## src/rtl/priv_pkg.sv

```systemverilog
package priv_pkg;

    typedef enum logic {
        PRIV_USER  = 1'b0,
        PRIV_SUPER = 1'b1
    } priv_state_e;

    typedef struct packed {
        logic regwr;
        logic lock;
        logic call;
        logic trap;
        logic exc;
        logic ret;
    } op_strobe_t;

endpackage

```

## src/rtl/priv_rule_check.sv

```systemverilog
module priv_rule_check
    import priv_pkg::*;
#(
    parameter int IDX_W     = 5,
    parameter int HIGH_BASE = 16
) (
    input  priv_state_e      state,
    input  logic             lock_q,
    input  logic             do_regwr,
    input  logic             do_lock,
    input  logic             do_ret,
    input  logic [IDX_W-1:0] wr_idx,
    input  logic             lock_val,
    input  logic             ret_bit,
    output logic             err,
    output logic             err_on_ret,
    output logic             regwr_ok,
    output logic             lock_ok,
    output logic             ret_ok
);
    localparam logic [IDX_W-1:0] HIGH_FIRST = IDX_W'(HIGH_BASE);

    logic in_user;
    logic hit_high;
    logic bad_reg;
    logic bad_lock;
    logic bad_ret;

    always_comb begin
        in_user    = (state == PRIV_USER);
        hit_high   = (wr_idx >= HIGH_FIRST);
        bad_reg    = in_user && do_regwr && hit_high;
        bad_lock   = in_user && do_lock && lock_val && !lock_q;
        bad_ret    = in_user && do_ret && ret_bit;
        err        = bad_reg || bad_lock || bad_ret;
        err_on_ret = bad_ret;
        regwr_ok   = do_regwr && !bad_reg;
        lock_ok    = do_lock && !bad_lock;
        ret_ok     = do_ret && !bad_ret;
    end

endmodule

```

## src/rtl/priv_state_fsm.sv

```systemverilog
module priv_state_fsm
    import priv_pkg::*;
(
    input  logic        clk,
    input  logic        rst_n,
    input  logic        go_super,
    input  logic        ret_apply,
    input  logic        ret_bit,
    input  logic        lock_we,
    input  logic        lock_d,
    output priv_state_e state,
    output logic        lock_q
);
    priv_state_e state_d;

    always_ff @(posedge clk) begin
        if (!rst_n) begin
            state  <= PRIV_SUPER;
            lock_q <= 1'b1;
        end else begin
            state <= state_d;
            if (lock_we) begin
                lock_q <= lock_d;
            end
        end
    end

    always_comb begin
        state_d = state;
        unique case (state)
            PRIV_USER: begin
                if (go_super) begin
                    state_d = PRIV_SUPER;
                end
            end
            PRIV_SUPER: begin
                if (!go_super && ret_apply && !ret_bit) begin
                    state_d = PRIV_USER;
                end
            end
            default: state_d = PRIV_SUPER;
        endcase
    end

    // leaving user state needs an entry request in the previous cycle
    assert_no_silent_rise_R7: assert property (@(posedge clk) disable iff (!rst_n)
        (state == PRIV_USER) |=> (state == PRIV_USER) || $past(go_super));

endmodule

```

## src/rtl/priv_frame_pack.sv

```systemverilog
module priv_frame_pack #(
    parameter int                PC_W     = 32,
    parameter int                SR_W     = 32,
    parameter int                S_BIT    = 18,
    parameter int                VEC_W    = 6,
    parameter logic [VEC_W-1:0]  PRIV_VEC = 6'd61
) (
    input  logic             s_cur,
    input  logic             err,
    input  logic             err_on_ret,
    input  logic             do_call,
    input  logic             do_trap,
    input  logic             do_exc,
    input  logic [VEC_W-1:0] trap_idx,
    input  logic [VEC_W-1:0] exc_idx,
    input  logic [PC_W-1:0]  cur_pc,
    input  logic [PC_W-1:0]  ret_pc,
    input  logic [SR_W-1:0]  ret_sr,
    output logic             save_valid,
    output logic [PC_W-1:0]  save_pc,
    output logic [PC_W-1:0]  ret_pc_out,
    output logic [SR_W-1:0]  ret_sr_out,
    output logic             trap_req,
    output logic [VEC_W-1:0] trap_vec
);
    localparam logic [PC_W-1:0] LOW_CLR = ~PC_W'(1);

    logic save_bit;

    always_comb begin
        save_bit   = err_on_ret ? 1'b1 : s_cur;
        save_valid = do_call || do_trap || do_exc || err;
        save_pc    = (cur_pc & LOW_CLR) | PC_W'(save_bit);
        ret_pc_out = ret_pc & LOW_CLR;
        ret_sr_out = ret_sr;
        ret_sr_out[S_BIT] = ret_pc[0];
        trap_req   = do_trap || do_exc || err;
        if (err) begin
            trap_vec = PRIV_VEC;
        end else if (do_trap) begin
            trap_vec = trap_idx;
        end else if (do_exc) begin
            trap_vec = exc_idx;
        end else begin
            trap_vec = '0;
        end
    end

endmodule

```

## src/rtl/priv_check_unit.sv

```systemverilog
module priv_check_unit
    import priv_pkg::*;
#(
    parameter int               PC_W      = 32,
    parameter int               SR_W      = 32,
    parameter int               S_BIT     = 18,
    parameter int               IDX_W     = 5,
    parameter int               HIGH_BASE = 16,
    parameter int               VEC_W     = 6,
    parameter logic [VEC_W-1:0] PRIV_VEC  = 6'd61
) (
    input  logic             clk,
    input  logic             rst_n,
    input  logic             op_regwr,
    input  logic [IDX_W-1:0] regwr_idx,
    input  logic             op_lock,
    input  logic             lock_val,
    input  logic             op_call,
    input  logic             op_trap,
    input  logic [VEC_W-1:0] trap_idx,
    input  logic             op_exc,
    input  logic [VEC_W-1:0] exc_idx,
    input  logic             op_ret,
    input  logic [PC_W-1:0]  ret_pc_in,
    input  logic [SR_W-1:0]  ret_sr_in,
    input  logic [PC_W-1:0]  cur_pc,
    input  logic             mem_req,
    output logic             s_flag,
    output logic             lock_flag,
    output logic             mem_priv,
    output logic             regwr_grant,
    output logic             lock_grant,
    output logic             ret_grant,
    output logic [PC_W-1:0]  ret_pc_out,
    output logic [SR_W-1:0]  ret_sr_out,
    output logic             save_valid,
    output logic [PC_W-1:0]  save_pc,
    output logic             trap_req,
    output logic [VEC_W-1:0] trap_vec
);
    localparam logic [IDX_W-1:0] HIGH_FIRST = IDX_W'(HIGH_BASE);

    op_strobe_t  op;
    priv_state_e state;
    logic        err;
    logic        err_on_ret;
    logic        lock_q;
    logic        go_super;

    assign op = '{regwr: op_regwr, lock: op_lock, call: op_call,
                  trap: op_trap, exc: op_exc, ret: op_ret};

    priv_rule_check #(.IDX_W(IDX_W), .HIGH_BASE(HIGH_BASE)) u_rules (
        .state      (state),
        .lock_q     (lock_q),
        .do_regwr   (op.regwr),
        .do_lock    (op.lock),
        .do_ret     (op.ret),
        .wr_idx     (regwr_idx),
        .lock_val   (lock_val),
        .ret_bit    (ret_pc_in[0]),
        .err        (err),
        .err_on_ret (err_on_ret),
        .regwr_ok   (regwr_grant),
        .lock_ok    (lock_grant),
        .ret_ok     (ret_grant)
    );

    assign go_super = op.trap || op.exc || err;

    priv_state_fsm u_fsm (
        .clk       (clk),
        .rst_n     (rst_n),
        .go_super  (go_super),
        .ret_apply (ret_grant),
        .ret_bit   (ret_pc_in[0]),
        .lock_we   (lock_grant),
        .lock_d    (lock_val),
        .state     (state),
        .lock_q    (lock_q)
    );

    priv_frame_pack #(
        .PC_W(PC_W), .SR_W(SR_W), .S_BIT(S_BIT), .VEC_W(VEC_W), .PRIV_VEC(PRIV_VEC)
    ) u_frame (
        .s_cur      (s_flag),
        .err        (err),
        .err_on_ret (err_on_ret),
        .do_call    (op.call),
        .do_trap    (op.trap),
        .do_exc     (op.exc),
        .trap_idx   (trap_idx),
        .exc_idx    (exc_idx),
        .cur_pc     (cur_pc),
        .ret_pc     (ret_pc_in),
        .ret_sr     (ret_sr_in),
        .save_valid (save_valid),
        .save_pc    (save_pc),
        .ret_pc_out (ret_pc_out),
        .ret_sr_out (ret_sr_out),
        .trap_req   (trap_req),
        .trap_vec   (trap_vec)
    );

    always_comb begin
        s_flag    = (state == PRIV_SUPER);
        lock_flag = lock_q;
        mem_priv  = mem_req && s_flag;
    end

    // input contract, one operation per cycle
    assert_one_strobe_R10: assert property (@(posedge clk) disable iff (!rst_n)
        $onehot0({op_regwr, op_lock, op_call, op_trap, op_exc, op_ret}));

    assert_high_write_trap_R2: assert property (@(posedge clk) disable iff (!rst_n)
        (!s_flag && op_regwr && regwr_idx >= HIGH_FIRST)
        |-> (trap_req && !regwr_grant && trap_vec == PRIV_VEC));

    assert_lock_raise_held_R3: assert property (@(posedge clk) disable iff (!rst_n)
        (!s_flag && op_lock && lock_val && !lock_flag) |=> !lock_flag);

    assert_entry_saves_s_R4: assert property (@(posedge clk) disable iff (!rst_n)
        (op_call || op_trap || op_exc) |-> (save_valid && save_pc[0] == s_flag));

    assert_ret_restores_s_R5: assert property (@(posedge clk) disable iff (!rst_n)
        ret_grant |=> (s_flag == $past(ret_pc_in[0])));

    assert_ret_sr_bit_R5: assert property (@(posedge clk) disable iff (!rst_n)
        op_ret |-> (ret_sr_out[S_BIT] == ret_pc_in[0]));

    assert_ret_escalate_R6: assert property (@(posedge clk) disable iff (!rst_n)
        (!s_flag && op_ret && ret_pc_in[0]) |-> (trap_req && !ret_grant && save_pc[0]));

    assert_error_enters_super_R8: assert property (@(posedge clk) disable iff (!rst_n)
        (trap_req && trap_vec == PRIV_VEC && !op_trap && !op_exc) |=> s_flag);

    assert_mem_priv_idle_R9: assert property (@(posedge clk) disable iff (!rst_n)
        !mem_req |-> !mem_priv);

    assert_mem_priv_after_ret_R9: assert property (@(posedge clk) disable iff (!rst_n)
        ret_grant |=> (!mem_req || mem_priv == $past(ret_pc_in[0])));

endmodule

```

## config.mk

```make
export PLATFORM = sky130hd
export DESIGN_NAME = priv_check_unit
export DESIGN_NICKNAME = d
export VERILOG_FILES = /design/src/rtl/priv_pkg.sv /design/src/rtl/priv_rule_check.sv /design/src/rtl/priv_state_fsm.sv /design/src/rtl/priv_frame_pack.sv /design/src/rtl/priv_check_unit.sv
export SDC_FILE = /design/constraint.sdc
export NUM_CORES = 1
export LEC_CHECK = 0
export BUFFER_PORTS_ARGS = -buffer_cell sky130_fd_sc_hd__buf_2
export CORE_AREA = 2 2 90 92
export CTS_BUF_LIST = sky130_fd_sc_hd__clkbuf_16
export CTS_CLUSTER_DIAMETER = 40
export DETAILED_ROUTE_END_ITERATION = 8
export DIE_AREA = 0 0 92 94
export GPL_TIMING_DRIVEN = 0
export HOLD_SLACK_MARGIN = 0.08
export SLEW_MARGIN = 0
export SYNTH_ARGS = -nofsm -noshare
export SYNTH_HDL_FRONTEND = slang
export SYNTH_SLANG_ARGS = --single-unit
```

## constraint.sdc

```tcl
create_clock -name clk -period 1.5 [get_ports clk]
set_input_delay 0.075 -clock clk [delete_from_list [all_inputs] [get_ports clk]]
set_output_delay 0.075 -clock clk [all_outputs]
set_load 0.005 [all_outputs]
```

==> flow_summary.json <==
{
  "synthCells": 128,
  "dr.pass1.iters": 3,
  "dr.first_iter.drc_count": 7,
  "area_delta_synth_final_pct": 97.66,
  "status": "finished, final reports clean",
  "io_buffers": 132,
  "min-delay-start": "op_exc",
  "cts_buffers": 3,
  "yosysUniqueCellTypes": 20,
  "fin_area_sq_um": 1902,
  "synth_mux_area_share_pct": 0,
  "cts_tree": "built",
  "ios": 233,
  "synth_compound_area_share_pct": 10.92,
  "worst_hold_path_type": "in -> reg",
  "gp_congestion": 0.7589,
  "ys_ff_latch": 2,
  "start_util_pct": 12.65,
  "finalSetupViolCount": 0,
  "cap_violations": 0,
  "syn_nets": 251,
  "period_needed_ps": 1488,
  "fin_util_pct": 25.00,
  "antenna_left": 0,
  "min_path_cells": 2,
  "avgSynthCellArea_sq_um": 7.517,
  "r2r_end": "u_fsm.state",
  "yosys.area_share.simple_pct": 8.843,
  "h-tree-depth": 1,
  "critical_path.max_fanout": 5,
  "rrSetupSlack_ps": 240,
  "routed_wl_um": 3637,
  "ys_warn_count": 0,
  "netlist_area_sq_um": 962.2,
  "powerDensity_nw_per_um2": 473.2,
  "grtUsageTotal_pct": 6.562,
  "coreArea_sq_um": 7607,
  "hold_end": "u_fsm.state",
  "synth_top_family_by_area": "buffers and inverters",
  "dpl_cell_area_sq_um": 1750,
  "cts-root-buf": "clkbuf_16",
  "tns_ps": 0,
  "path_clk_slew_ps": 30,
  "total_power_uw": 899.9,
  "grt_pass1_wl_um": 4416,
  "synthAdderAreaFrac_pct": 0,
  "pre_cts_slack_ps": 71.56,
  "grt_pass1_vias": 965,
  "yosysSeqAreaShare_pct": 4.161,
  "final_hold_viol_count": 0,
  "peakVddDrop_uv": 199.4,
  "reg2regPathDepth": 4,
  "drive_above_1_share_pct": 90.26,
  "drc": 0,
  "dieArea_sq_um": 8648,
  "overflow": 0,
  "seqCellArea_sq_um": 45.04,
  "grt_max_degree": 11,
  "critical_path.endpoint_type": "output port",
  "rsz0062_at_grt": "yes",
  "rows": 32,
  "wl_per_cell_um": 9.856,
  "crit_required_ps": 1420,
  "antenna_found_initial": 0,
  "die_h_um": 94,
  "viasPerCell": 3.328,
  "route.vias.total": 1228,
  "cts_buffer_depth": 2,
  "crit_path_start_kind": "flop",
  "fp.dieW_um": 92,
  "leakagePower_uw": 0.001158,
  "path_class": "reg -> out",
  "fin_nets": 392,
  "max_freq_ghz": 0.6720,
  "synth_xor_xnor_area_share_pct": 0,
  "fin_ws_ps": 11.83,
  "antennaDiodeCount": 0,
  "maxSlewViolCount": 0,
  "worstPathArrival_ps": 1410,
  "period_share_pct": 99.21,
  "multi_input_area_sq_um": 240.2,
  "fill_cells": 838,
  "rr_startpoint": "u_fsm.state",
  "clock-skew-final_ps": 0.03915,
  "cts_sinks": 2,
  "insertion_delay_ps": 220
}
[per-layer routing]
metal	GRT usage, %	share of wire [%]	up-vias
met5	0	0	-
met4	2.985	0.66	0
met3	0.8828	13	2
met2	13.66	57	123
met1	6.265	29	507
li1	-	-	596
[power breakdown]
part           total (uW)  switching, uW  leakage [uW]  internal, uW
sequential           57.4           2.76     0.0000160          54.6
combinational         441            140       0.00110           301
clock                 402           62.4     0.0000370           339
total                 900            205       0.00116           695
[Yosys cell counts]
cell type  number  area share [%]
or4_1           2             1.6
o21bai_2        1             1.2
a211o_1         1            0.91
a221o_1         4             4.2
a21boi_0        2             1.6
buf_4          96              75
conb_1          1            0.39
o21ai_0         2             1.0
clkbuf_1        1            0.39
nor2_1          2            0.78
or3_1           1            0.65
nand2_1         3             1.2
nor4bb_1        1             1.0
nor2b_1         3             2.0
and2b_2         1            0.91
a21oi_1         1            0.52
dfxtp_1         2             4.2
inv_1           1            0.39
a22oi_1         2             1.6
and2_2          1            0.78
[cell usage in the layout, fill, tap and decap left out]
master           n
a22oi_1          1
a21oi_1          1
clkbuf_16        3
dfxtp_4          1
or3_1            1
or4_1            2
dlygate4sd3_1    1
a211o_1          1
and2_2           1
o21ai_0          2
a21boi_0         2
inv_1            1
buf_2          132
nor4bb_4         1
nand2_1          3
nor2_1           2
a22oi_2          1
buf_4           98
o21bai_4         2
conb_1           1
dfxtp_2          1
clkbuf_1         1
nor2b_1          3
and2b_2          1
a221o_1          4
[logic make-up (layout without fill, tap and decap cells)]
group                  count (synthesis)  after routing
AND/OR/NAND/NOR                       14             14
AO/OA/AOI/OAI                         13             14
flip-flops                             2              2
other                                  1              1
buffers and inverters                 98            236
[worst max path at each step]
| stage | start | end | slack (ps) | cells past startpoint |
|---|---|---|---|---|
| after global routing | u_fsm.lock_q | trap_vec[4] | -60 | 4 |
| after floorplan | u_fsm.state | u_fsm.state | 210 | 3 |
| after global placement | u_fsm.state | u_fsm.state | 80 | 3 |
| after detailed placement | u_fsm.state | save_valid | 70 | 4 |
| final | u_fsm.state | trap_vec[0] | 10 | 4 |
| after CTS | u_fsm.lock_q | trap_vec[5] | -4 | 4 |
[cell type report]
cell class	instances	share of cell area, %
plain buffers	97	38.09
clock buffers	3	3.947
inverters	1	0.1974
multi-input cells	29	12.63
flip-flops and latches	2	2.368
well taps	102	6.711
repair buffers	135	36.05
[repair_timing]
action | 4_1_cts | 5_1_grt
hold buffers | 1 | 0
setup buffers | 2 | 0
pin swaps | 1 | 0
gates cloned | 1 | 0
setup endpoints to repair | 8 | 7
endpoints found under the hold margin | 1 | 0
resized for setup | 7 | 1
[per-stage QoR]
stage / cells / hold WS (ps)
2_1_floorplan: 128 / 151.2
3_3_place_gp: 362 / 275.8
3_5_place_dp: 362 / 276.5
4_1_cts: 369 / 112.3
5_1_grt: 369 / 132.1
6_report: 369 / 113.8
[critical path, stage by stage, from the launching register on]
cell and delay, ps:
dfxtp_4 350, nor4bb_4 330, o21bai_4 230, a221o_1 160, buf_2 120
[sequential cells by signal, summed over array words and instances, names as in the netlist]
| name | cells |
|---|---|
| u_fsm.lock_q | 1 |
| u_fsm.state | 1 |
No activity file was read; power rests on OpenSTA's default activity.
